### src/rtl/dps_pkg.sv
package dps_pkg;

    typedef enum logic [2:0] {
        ST_IDLE = 3'd0,
        ST_PRE  = 3'd1,
        ST_ACT  = 3'd2,
        ST_CAS  = 3'd3,
        ST_DONE = 3'd4
    } seq_state_e;

endpackage

### src/rtl/dps_addr_split.sv
module dps_addr_split #(
    parameter int BANK_W = 2,
    parameter int ROW_W  = 14,
    parameter int COL_W  = 11,
    localparam int ADDR_W = BANK_W + ROW_W + COL_W
) (
    input  logic [ADDR_W-1:0] addr,
    output logic [BANK_W-1:0] bank,
    output logic [ROW_W-1:0]  row,
    output logic [COL_W-1:0]  col
);
    // Bank on top, row in the middle, column at the bottom.
    assign col  = addr[COL_W-1:0];
    assign row  = addr[COL_W +: ROW_W];
    assign bank = addr[ADDR_W-1 -: BANK_W];
endmodule

### src/rtl/dps_row_table.sv
module dps_row_table #(
    parameter int BANK_W = 2,
    parameter int ROW_W  = 14,
    localparam int BANKS = 1 << BANK_W
) (
    input  logic              clk,
    input  logic              rst_n,
    input  logic [BANK_W-1:0] look_bank,
    input  logic [ROW_W-1:0]  look_row,
    output logic              look_open,
    output logic              look_hit,
    input  logic              upd_en,
    input  logic [BANK_W-1:0] upd_bank,
    input  logic [ROW_W-1:0]  upd_row
);
    logic [BANKS-1:0] open_q;
    logic [ROW_W-1:0] row_q [BANKS];

    for (genvar g = 0; g < BANKS; g++) begin : g_bank
        logic             open_d;
        logic [ROW_W-1:0] row_d;

        always_comb begin
            open_d = open_q[g];
            row_d  = row_q[g];
            if (upd_en && upd_bank == BANK_W'(g)) begin
                open_d = 1'b1;
                row_d  = upd_row;
            end
        end

        always_ff @(posedge clk) begin
            if (!rst_n) begin
                open_q[g] <= 1'b0;
                row_q[g]  <= '0;
            end else begin
                open_q[g] <= open_d;
                row_q[g]  <= row_d;
            end
        end
    end

    assign look_open = open_q[look_bank];
    assign look_hit  = open_q[look_bank] && (row_q[look_bank] == look_row);
endmodule

### src/rtl/dram_page_seq.sv
module dram_page_seq #(
    parameter int BANK_W = 2,
    parameter int ROW_W  = 14,
    parameter int COL_W  = 11,
    parameter int CNT_W  = 8,
    localparam int ADDR_W = BANK_W + ROW_W + COL_W,
    localparam int BUS_W  = (ROW_W > COL_W) ? ROW_W : COL_W
) (
    input  logic              clk,
    input  logic              rst_n,
    input  logic              req_valid,
    output logic              req_ready,
    input  logic [ADDR_W-1:0] req_addr,
    input  logic              req_write,
    input  logic [CNT_W-1:0]  t_prech,
    input  logic [CNT_W-1:0]  t_rcd,
    input  logic [CNT_W-1:0]  t_cas,
    output logic [BUS_W-1:0]  dram_addr,
    output logic [BANK_W-1:0] dram_ba,
    output logic              ras_n,
    output logic              cas_n,
    output logic              we_n,
    output logic              done
);
    import dps_pkg::*;

    typedef struct packed {
        seq_state_e        st;
        logic [CNT_W-1:0]  cnt;
        logic [BANK_W-1:0] bank;
        logic [ROW_W-1:0]  row;
        logic [COL_W-1:0]  col;
        logic              wr;
        logic              hit;
    } seq_t;

    seq_t s_d, s_q;

    logic [BANK_W-1:0] in_bank;
    logic [ROW_W-1:0]  in_row;
    logic [COL_W-1:0]  in_col;
    logic              lk_open, lk_hit;
    logic              tbl_upd;

    // A phase of N cycles loads N-1; zero is treated as one cycle.
    function automatic logic [CNT_W-1:0] phase_load(input logic [CNT_W-1:0] len);
        return (len == '0) ? '0 : len - 1'b1;
    endfunction

    dps_addr_split #(
        .BANK_W(BANK_W), .ROW_W(ROW_W), .COL_W(COL_W)
    ) u_split (
        .addr (req_addr),
        .bank (in_bank),
        .row  (in_row),
        .col  (in_col)
    );

    dps_row_table #(
        .BANK_W(BANK_W), .ROW_W(ROW_W)
    ) u_table (
        .clk       (clk),
        .rst_n     (rst_n),
        .look_bank (in_bank),
        .look_row  (in_row),
        .look_open (lk_open),
        .look_hit  (lk_hit),
        .upd_en    (tbl_upd),
        .upd_bank  (s_q.bank),
        .upd_row   (s_q.row)
    );

    always_comb begin
        s_d     = s_q;
        tbl_upd = 1'b0;
        unique case (s_q.st)
            ST_IDLE: begin
                if (req_valid) begin
                    s_d.bank = in_bank;
                    s_d.row  = in_row;
                    s_d.col  = in_col;
                    s_d.wr   = req_write;
                    s_d.hit  = lk_hit;
                    if (lk_hit) begin
                        s_d.st  = ST_CAS;
                        s_d.cnt = phase_load(t_cas);
                    end else if (lk_open) begin
                        s_d.st  = ST_PRE;
                        s_d.cnt = phase_load(t_prech);
                    end else begin
                        s_d.st  = ST_ACT;
                        s_d.cnt = phase_load(t_rcd);
                    end
                end
            end
            ST_PRE: begin
                if (s_q.cnt == '0) begin
                    s_d.st  = ST_ACT;
                    s_d.cnt = phase_load(t_rcd);
                end else begin
                    s_d.cnt = s_q.cnt - 1'b1;
                end
            end
            ST_ACT: begin
                if (s_q.cnt == '0) begin
                    tbl_upd = 1'b1;
                    s_d.st  = ST_CAS;
                    s_d.cnt = phase_load(t_cas);
                end else begin
                    s_d.cnt = s_q.cnt - 1'b1;
                end
            end
            ST_CAS: begin
                if (s_q.cnt == '0) begin
                    s_d.st = ST_DONE;
                end else begin
                    s_d.cnt = s_q.cnt - 1'b1;
                end
            end
            ST_DONE: begin
                s_d.st = ST_IDLE;
            end
            default: begin
                s_d.st = ST_IDLE;
            end
        endcase
    end

    always_ff @(posedge clk) begin
        if (!rst_n) begin
            s_q <= '{st: ST_IDLE, default: '0};
        end else begin
            s_q <= s_d;
        end
    end

    // Strobe and bus decode from registered state.
    logic in_bus_phase;
    assign in_bus_phase = (s_q.st == ST_PRE) || (s_q.st == ST_ACT) || (s_q.st == ST_CAS);

    assign req_ready = (s_q.st == ST_IDLE);
    assign done      = (s_q.st == ST_DONE);
    assign ras_n     = !((s_q.st == ST_ACT) || (s_q.st == ST_CAS && !s_q.hit));
    assign cas_n     = !(s_q.st == ST_CAS);
    assign we_n      = !(s_q.st == ST_CAS && s_q.wr);
    assign dram_ba   = in_bus_phase ? s_q.bank : '0;

    always_comb begin
        dram_addr = '0;
        if (s_q.st == ST_ACT)      dram_addr = BUS_W'(s_q.row);
        else if (s_q.st == ST_CAS) dram_addr = BUS_W'(s_q.col);
    end
endmodule

### config.mk
export PLATFORM = sky130hd
export DESIGN_NAME = dram_page_seq
export DESIGN_NICKNAME = d
export VERILOG_FILES = /design/src/rtl/dps_pkg.sv /design/src/rtl/dps_addr_split.sv /design/src/rtl/dps_row_table.sv /design/src/rtl/dram_page_seq.sv
export SDC_FILE = /design/constraint.sdc
export NUM_CORES = 1
export LEC_CHECK = 0
export CAP_MARGIN = 15
export CORE_MARGIN = 2
export CORE_UTILIZATION = 45
export CTS_CLUSTER_DIAMETER = 50
export DETAILED_ROUTE_END_ITERATION = 8
export GPL_TIMING_DRIVEN = 0
export PLACE_DENSITY = 0.71
export SLEW_MARGIN = 25
export SYNTH_ARGS = -nofsm -noshare
export SYNTH_HDL_FRONTEND = slang
export SYNTH_HIERARCHICAL = 1
export SYNTH_SLANG_ARGS = --single-unit
### constraint.sdc
create_clock -name clk -period 3.8 [get_ports clk]
set_input_delay 0.76 -clock clk [delete_from_list [all_inputs] [get_ports clk]]
set_output_delay 0.76 -clock clk [all_outputs]
set_load 0.005 [all_outputs]
### Word level (Yosys, flattened, before mapping)

Memory sizes are Yosys's and may differ from the RTL's.
Cells that the tools add are included.

| word-level totals | value |
|---|---|
| word-level logic and storage cells | 97 |
| bits of input ports | 55 |
| RAM bits | 56 |
| memories | 1 |
| register bits | 44 |
| output and inout port bits | 21 |

Memories:

| memory | depth | width | rd ports | clocked after Yosys merged registers in | wr ports | line | RTL |
|---|---|---|---|---|---|---|---|
| u_table.row_q | 4 | 14 | 1 | 0 | 4 | dps_row_table.sv:17 | `logic [ROW_W-1:0] row_q [BANKS];` |

| cells by class | value |
|---|---|
| $lt $le $gt $ge | 1 |
| reduce and logical (&&, ||, !) cells | 28 |
| $add $sub $neg | 4 |
| bitwise gates (word level) | 4 |
| equal/unequal tests | 17 |
| mux-type cells | 31 |

Operator list:

| kind | number |
|---|---|
| two-way mux 14 bit | 9 |
| two-way mux 8 bit | 6 |
| two-way mux 40 bit | 1 |
| zero test 8 bit | 4 |
| case mux 8 bit (4 select lines) | 1 |
| subtractor 8 x 1 -> 8 bit (second input constant) | 4 |
| two-way mux 11 bit | 2 |
| equality test 14 bit | 1 |
| case mux 3 bit (4 select lines) | 1 |
| two-way mux 10 bit | 1 |
| inequality test 2 bit (second input constant) | 5 |
| AND reduction 2 bit | 5 |
| two-way mux 3 bit | 3 |
| logical AND 1 bit | 7 |
| equality test 3 x 2 -> 1 bit (second input constant) | 2 |
| two-way mux 1 bit | 5 |
| equality test 2 bit (second input constant) | 2 |
| zero test 1 bit | 4 |
| inequality test 1 bit (second input constant) | 4 |
| bitwise OR 1 bit | 4 |
| AND reduction 4 bit | 1 |
| nonzero test 4 bit | 1 |
| equality test 3 x 1 -> 1 bit (second input constant) | 1 |
| equality test 3 bit (second input constant) | 1 |
| other kinds (8) | 10 |

### Longest topological paths before layout

Gate-level depths: netlist of run 1.

| depth | value |
|---|---|
| depth after elaboration | 7 |
| depth in mapped cells | 14 |
| mapped depth without buffers | 9 |

### Hierarchy

Netlist of run 1, hierarchy kept.

By module, submodules not included:

| module | times used | cells each | seq. area each (um^2) | area an instance (um^2) |
|---|---|---|---|---|
| dps_row_table | 1 | 196 | 1761.7 | 2829.0 |
| dram_page_seq | 1 | 366 | 800.8 | 2776.4 |
| dps_addr_split | 1 | 27 | 0.0 | 202.7 |

### Worst setup path after synthesis of run 1

OpenSTA, ideal clock, no wires.

| timing | value |
|---|---|
| path type | in2reg |
| start point | input req_addr[25] |
| end point | register s_q[33] (netlist name) |
| arrival time | 2.963 ns |
| setup time | 0.129 ns |
| setup slack | 0.708 ns |
| cell stages on the path | 11 |
| required time | 3.671 ns |
| path buffers | 4 |
| cells stage by stage | buf_4 > buf_6 > mux4_1 > xnor2_1 > nand4b_1 > nor4_2 > clkbuf_1 > clkbuf_1 > a31oi_1 > a211oi_1 > a31oi_1 |

| between the ends | value |
|---|---|
| longest elaborated chain between the ends | 6 |
| elaborated cells between the ends (all ways) | 9 |
| those cells by class | eq/ne: 1; mux: 6; reduce/logical: 1; memory: 1 |

Ends and longest elaborated chain:

| element | line | RTL |
|---|---|---|
| from (decl) | dram_page_seq.sv:13 | `input logic [ADDR_W-1:0] req_addr,` |
| memory (4 x 14 bit) / binary-select mux 1 bit (select 2 bit) (equally long branches) | -- |  |
| equality test 14 bit / two-way mux 1 bit (equally long branches) | dps_row_table.sv:44 | `assign look_hit = open_q[look_bank] && (row_q[look_bank] == look_row);` |
| logical AND 1 bit * | dps_row_table.sv:44 |  |
| net lk_hit | dram_page_seq.sv:42 | `logic lk_open, lk_hit;` |
| two-way mux 11 bit * | dram_page_seq.sv:84 | `if (lk_hit) begin` |
| two-way mux 40 bit * | dram_page_seq.sv:78 | `if (req_valid) begin` |
| case mux 8 bit (4 select lines) * | dram_page_seq.sv:76 | `unique case (s_q.st)` |
| to (signal assigned) | dram_page_seq.sv:131 | `s_q <= '{st: ST_IDLE, default: '0};` |
| to (signal assigned) | dram_page_seq.sv:133 | `s_q <= s_d;` |
| to (decl) | dram_page_seq.sv:37 | `seq_t s_d, s_q;` |

The timed path passes the listed nets; every way through them passes the cells marked *. The select of a mux whose other input is x is not followed.
A chain may end at the register's enable or synchronous reset.

### Final worst setup path of run 1

Ends and elaborated chain as after synthesis.

==> results of run 1 <==
==> cell type report <==
class	count	area, µm²	share of cell area [%]
repair buffers	52	529	7.71
multi-input cells	416	2870	41.8
flip-flops and latches	100	2560	37.4
plain buffers	55	324	4.72
clock inverters	7	67.6	0.985
inverters	18	67.6	0.985
clock buffers	9	225	3.28
well taps	172	215	3.14
==> logic make-up (layout without fill, tap and decap cells) <==
| family | Yosys count | in the layout |
|---|---|---|
| DFF | 100 | 100 |
| and+or+nand+nor | 220 | 220 |
| muxes | 25 | 25 |
| AOI/OAI and AO/OA | 142 | 142 |
| xor gates and xnor gates | 21 | 21 |
| adders and majority gates | 8 | 8 |
| buffers and inverters | 73 | 141 |
==> metal layers <==
layer	global-route usage, %	wire [µm]	up-vias
met1	29.8	6710	2231
met3	4.60	1180	19
met2	38.0	7530	193
met4	5.72	234	0
li1	-	-	2227
met5	0	0	-
==> sequential cells by signal, summed over array words and instances (netlist names) <==
| signal | cells |
|---|---|
| u_table/row_q | 56 |
| u_table/open_q | 4 |
| s_q | 40 |
==> report_power, final <==
group | internal [mW] | switching [mW]
registers | 1.22 | 0.0703
logic | 0.262 | 0.356
clock network | 0.462 | 0.447
==> through the flow <==
| step | utilization [%] | hold WS (ps) | setup WS, ps | cell area, µm² | power [mW] |
|---|---|---|---|---|---|
| after floorplan | - | 421 | 708 | 5810 | 1.70 |
| after global placement | 51.5 | 428 | -452 | 6500 | 1.90 |
| after detailed placement | 52.0 | 443 | -158 | 6570 | 1.92 |
| after CTS | 54.4 | 460 | 162 | 6860 | 2.82 |
| after global routing | 54.4 | 475 | 2.31 | 6860 | 2.93 |
| final | 54.4 | 461 | 93.4 | 6860 | 2.82 |
==> cell usage in the layout, fill, tap and decap left out, types with 4 or more instances in the layout <==
master / netlist / layout
dfxtp_1: 44 / 44
nor3_1: 7 / 7
mux4_1: 6 / 6
a31oi_1: 5 / 5
xor2_1: 7 / 7
mux4_2: 4 / 4
nor2_1: 30 / 30
buf_6: 1 / 4
nand2_1: 78 / 78
xnor2_1: 14 / 14
o21ai_2: 0 / 4
clkdlybuf4s50_1: 0 / 48
clkbuf_1: 22 / 22
a22o_1: 12 / 12
ha_1: 8 / 8
a21oi_1: 19 / 19
edfxtp_1: 56 / 56
nand3_1: 5 / 5
a211oi_1: 6 / 6
mux2i_1: 12 / 12
inv_1: 18 / 18
o22ai_1: 4 / 4
o31ai_1: 5 / 5
o21ai_0: 26 / 22
clkbuf_16: 0 / 9
and2_1: 65 / 65
nor3b_1: 7 / 7
a21o_1: 5 / 5
or4_1: 6 / 6
a21boi_0: 30 / 30
buf_4: 28 / 28
buf_2: 4 / 4
==> final timing paths <==
check | end | slack [ps] | start | cells past startpoint
setup / recovery | s_q[33]$_SDFFE_PN0P_ | 90 | req_addr[25] | 11
hold / removal | u_table/open_q[1]$_SDFFE_PN0P_ | 460 | u_table/open_q[1]$_SDFFE_PN0P_ | 1
setup reg to reg | u_table/row_q[2][12]$_SDFFCE_PN0P_ | 430 | s_q[39]$_SDFFE_PN0P_ | 8
hold reg to reg | u_table/open_q[1]$_SDFFE_PN0P_ | 460 | u_table/open_q[1]$_SDFFE_PN0P_ | 1
==> flow_summary_export.csv, run 1 <==
group,metric,value,unit
routing,detail_route.wl_per_cell,18.9,µm
timing,rsz0062_at_grt,"false",
clock_network,cts_tree,"yes",
timing,slew_headroom,42.2,%
grt,first_global_vias,4628,
synth,synthMuxAreaShare,6.92,%
pwr,p_leak,2.57,nW
critical_path,cpPeakStageDelay,590,ps
timing,setup_viol,0,
place,dpl.hpwl,11400,µm
cells_and_area,drive_above_1_share,11.4,%
synth,synth_edf_count,56,
critical_path,crit_required,4010,ps
synth,synth_commonest_cells,"nand2_1, and2_1, edfxtp_1, dfxtp_1",
critical_path,endpoint_kind,"flip-flop",
routing,antenna_left,0,
hold_path,hold_class,"reg2reg",
clock_network,clock_sinks,100,
critical_path,cp-start-kind,"input pin",
synth,yosys.area_share.simple,20.0,%
floorplanning,die-area,13800,µm²
cells_and_area,fillers,1149,
grt,antenna_found_initial,0,
status,status,"complete, no violations",
timing,max_freq,270,MHz
cells_and_area,antenna_cells,0,
routing,avgViaCountPerCell,5.63,
grt,grt.overflow.total,0,
floorplanning,core_area,12600,µm²
synth,synth_area_leader_cell,"edfxtp_1",
floorplanning,rows,41,
place,place_congestion,0.886,
synth,synth-xor-area-share,3.17,%
floorplanning,die_h,118,µm
synth,synth_top_family_by_area,"simple AND/OR/NAND/NOR gates",
clock_network,hold_buffers,0,
flow_run,cap_violations,0,
cells_and_area,nets,715,
critical_path,path_cells,"buf_4 > buf_6 > mux4_1 > xnor2_1 > nand4b_1 > nor4_2 > clkbuf_1 > clkbuf_1 > a31oi_1 > a211oi_1 > a31oi_1",
pwr,powerDensity,411,nW/µm²
place,portBuffers,48,
clock_network,clockBufferDepth,2,
clock_network,post_cts_resized,0,
synth,synth_compound_area_share,17.3,%
grt,grt_max_degree,20,
clock_network,cts.clk_slew.worst_paths,70,ps
synth,synth_area,5810,µm²
critical_path,arrival,3920,ps
synth,synthTopCellsByArea,"edfxtp_1, dfxtp_1, and2_1, nand2_1, a21boi_0",
routing,wirelength,15700,µm
routing,dr.first_iter.drc_count,528,
timing,final_max_slew_viol_count,0,
clock_network,clk_latency,350,ps
timing,fin_crit_sh,97.5,%
timing,tightest_slew,858,ps
critical_path,cp_slowest_cell,"mux4_1",
pwr,ir_drop,0.000218,V
timing,final-hold-violation-count,0,
synth,synth.distinct_cells,66,
synth,synth_area_per_cell,9.86,µm²
timing,final.setup_skew,9.08,ps
grt,gr-usage-all-layers,22.6,%
synth,yosysSeqAreaShare,44.1,%
clock_network,post-cts-setup-buffers,0,
floorplanning,die_w,118,µm
routing,drt_pass1_iterations,5,
clock_network,cts-root-buf,"clkbuf_16",
floorplanning,start_util,46.0,%
place,dp.cells,813,
critical_path,worst-path-max-fanout,10,
timing,period_needed,3710,ps
synth,syn_inst,589,
critical_path,crit_type,"in2reg",
floorplanning,io_pins,76,
synth,async_flop_share,0,%
synth,synthesis.nets,652,
cells_and_area,area.growth.synth_to_final,18.1,%
critical_path,critical_path_buf_inv_count,4,
synth,synthFlopType,"edfxtp_1",
critical_path,crit_family,"buffers and inverters",
synth,ys_seq_elements,100,
timing,tns,0,ps
cells_and_area,final_cells,829,
grt,grt_pass1_wl,24500,µm
routing,vias,4670,
synth,yosysWarnings,6,
synth,synth.top_cell.area_share,29.0,%
synth,synth_fa_ha_area_share,1.72,%
synth,synth.most_common_cell,"nand2_1",
routing,drc,0,
clock_network,numCtsBuffers,9,
clock_network,htreeDepth,3,
Note: power is estimated with default switching activity, not from simulation.
==> inputs of run 2 (changes only) <==
- CTS_CLUSTER_SIZE: unset -> 40
==> results of run 2 <==
No change in the layout: final DEF, timing and power equal those of run 1.
==> inputs of run 3 (changes only) <==
- CORE_MARGIN: 2 -> 1.5
==> flow_summary_export.csv, run 3 (synthesis gave the netlist of run 1 again) <==
group,metric,value,unit
status,status,"complete, no violations",
timing,setup_ws,162,ps
clock_network,cts-root-buf,"clkbuf_16",
cells_and_area,largest_reg_flops,56,
critical_path,endpoint_kind,"flip-flop",
timing,final_max_slew_viol_count,0,
clock_network,clock_sinks,100,
grt,grt.overflow.total,0,
clock_network,hold_buffers,0,
pwr,p_comb_share,22.3,%
timing,final.setup_skew,10.3,ps
cells_and_area,fillers,1186,
cells_and_area,ff_latch_area,2560,µm²
floorplanning,io_pins,76,
cells_and_area,top_regs,"u_table/row_q (56), s_q (40), u_table/open_q (4)",
cells_and_area,drive_above_1_share,11.4,%
place,dpl_cell_area,6560,µm²
cells_and_area,final_common_cell,"nand2_1",
timing,final-hold-violation-count,0,
grt,grt_pass1_wl,23900,µm
routing,antenna_left,0,
pwr,clkPwrFrac,31.6,%
pwr,internal_power,1.94,mW
timing,max_freq,275,MHz
routing,drt_pass1_iterations,6,
critical_path,r2r_cells,8,
flow_run,cap_violations,0,
floorplanning,die_w,117,µm
routing,wirelength,15700,µm
critical_path,crit_family,"buffers and inverters",
grt,first_global_vias,4592,
critical_path,crit_type,"in2reg",
timing,fin_crit_sh,95.7,%
timing,period_needed,3640,ps
routing,dr.first_iter.drc_count,423,
timing,rsz0062_at_grt,"false",
clock_network,post-cts-setup-buffers,0,
hold_path,min_to,"u_table/open_q[3]$_SDFFE_PN0P_",
timing,setup_viol,0,
pwr,powerDensity,409,nW/µm²
floorplanning,core_area,12600,µm²
clock_network,clockBufferDepth,2,
place,pre_cts_ws,-205,ps
grt,antenna_found_initial,1,
routing,avgViaCountPerCell,5.66,
clock_network,post_cts_resized,0,
critical_path,worst-path-max-fanout,10,
critical_path,r2r_start,"s_q[39]$_SDFFE_PN0P_",
critical_path,crit_path_frequent_cell,"a31oi_1",
pwr,seqPwrFrac,46.1,%
routing,drc,0,
floorplanning,die-area,13600,µm²
cells_and_area,nets,715,
cells_and_area,layout_common_cells,"nand2_1, and2_1, edfxtp_1",
critical_path,r2r_end,"u_table/row_q[2][7]$_SDFFCE_PN0P_",
critical_path,path_cells,"buf_4 > buf_6 > mux4_1 > xnor2_1 > nand4b_1 > nor4_2 > clkbuf_1 > clkbuf_2 > a31oi_1 > a211oi_1 > a31oi_1",
cells_and_area,area.growth.synth_to_final,18.1,%
place,portBuffers,48,
cells_and_area,design_area,6860,µm²
hold_path,min_from,"u_table/open_q[3]$_SDFFE_PN0P_",
pwr,p_switching,0.859,mW
critical_path,cp-start-kind,"input pin",
timing,slew_headroom,40.5,%
floorplanning,die_h,117,µm
grt,grt_max_degree,19,
routing,vias,4694,
pwr,p_leak,2.56,nW
critical_path,arrival,3840,ps
pwr,totalPowerFinal,2.80,mW
critical_path,cpPeakStageDelay,590,ps
critical_path,ff2ff_setup_slack,540,ps
floorplanning,rows,41,
clock_network,cts_tree,"yes",
place,dpl.hpwl,11700,µm
grt,gr-usage-all-layers,23.7,%
timing,tns,0,ps
pwr,p_sw_share,30.7,%
critical_path,critical_path_buf_inv_count,4,
cells_and_area,regMostFlops,"u_table/row_q",
clock_network,htreeDepth,3,
critical_path,cp_slowest_cell,"mux4_1",
hold_path,holdPathStages,1,
hold_path,hold_class,"reg2reg",
floorplanning,start_util,46.0,%
routing,detail_route.wl_per_cell,18.9,µm
critical_path,crit_required,4000,ps
cells_and_area,multi_input_area,2870,µm²
clock_network,clk_latency,340,ps
clock_network,cts.clk_slew.worst_paths,70,ps
place,place_congestion,0.879,
timing,tightest_slew,883,ps
pwr,ir_drop,0.000237,V
clock_network,numCtsBuffers,9,
-- run 3: cell types whose count changed in the layout (fill, tap and decap cells not counted), sizes merged --
cell,before,now
diode,0,1
inv,22,20
clkinvlp,0,2
clkbuf,31,32
clkinv,3,2
-- run 3: area by class of cell --
cell class / instances / area share [%]
plain buffers: 55 / 4.74
repair buffers: 52 / 7.66
clock buffers: 10 / 3.34
multi-input cells: 416 / 41.8
clock inverters: 6 / 0.876
flip-flops and latches: 100 / 37.4
well taps: 172 / 3.14
inverters: 18 / 0.985
diodes: 1 / 0.0365
-- run 3: worst reg2reg max path, delay by kind of cell, from the launching register on --
kind | cells | cell delay (ps)
simple gates | 5 | 1960
buf+inv | 3 | 870
flops | 1 | 300
-- run 3: worst max-delay path by stage --
stage               slack [ps]                 start  depth (start not counted)                                end
floorplan                  710          req_addr[25]                         11               s_q[33]$_SDFFE_PN0P_
global placement          -430  s_q[39]$_SDFFE_PN0P_                          6  u_table/row_q[0][8]$_SDFFCE_PN0P_
detailed placement        -200          req_addr[25]                         11               s_q[33]$_SDFFE_PN0P_
CTS                        130          req_addr[25]                         11               s_q[33]$_SDFFE_PN0P_
global route                60          req_addr[25]                         11               s_q[33]$_SDFFE_PN0P_
finish                     160          req_addr[25]                         11               s_q[33]$_SDFFE_PN0P_
-- run 3: through the flow --
stage / hold slack, ps / cells / utilization [%]
2_1_floorplan: 421 / 589 / -
3_3_place_gp: 429 / 809 / 51.5
3_5_place_dp: 440 / 813 / 52.0
4_1_cts: 456 / 829 / 54.3
5_1_grt: 469 / 829 / 54.3
6_report: 458 / 830 / 54.3
-- run 3: metal layers --
metal  vias to the layer above  global-route usage, %  wire, µm
li1                       2235                      -         -
met4                         0                   7.71       329
met3                        22                   5.29      1270
met5                         -                      0         0
met1                      2240                   30.2      6530
met2                       197                   40.4      7590
-- run 3: power groups by stage --
stage / logic (mW) / registers [mW] / clock network, mW
floorplan: 0.403 / 1.29 / 0
global placement: 0.593 / 1.31 / 0
CTS: 0.620 / 1.29 / 0.894
detailed placement: 0.613 / 1.32 / 0
finish: 0.624 / 1.29 / 0.885
global route: 0.679 / 1.30 / 0.931
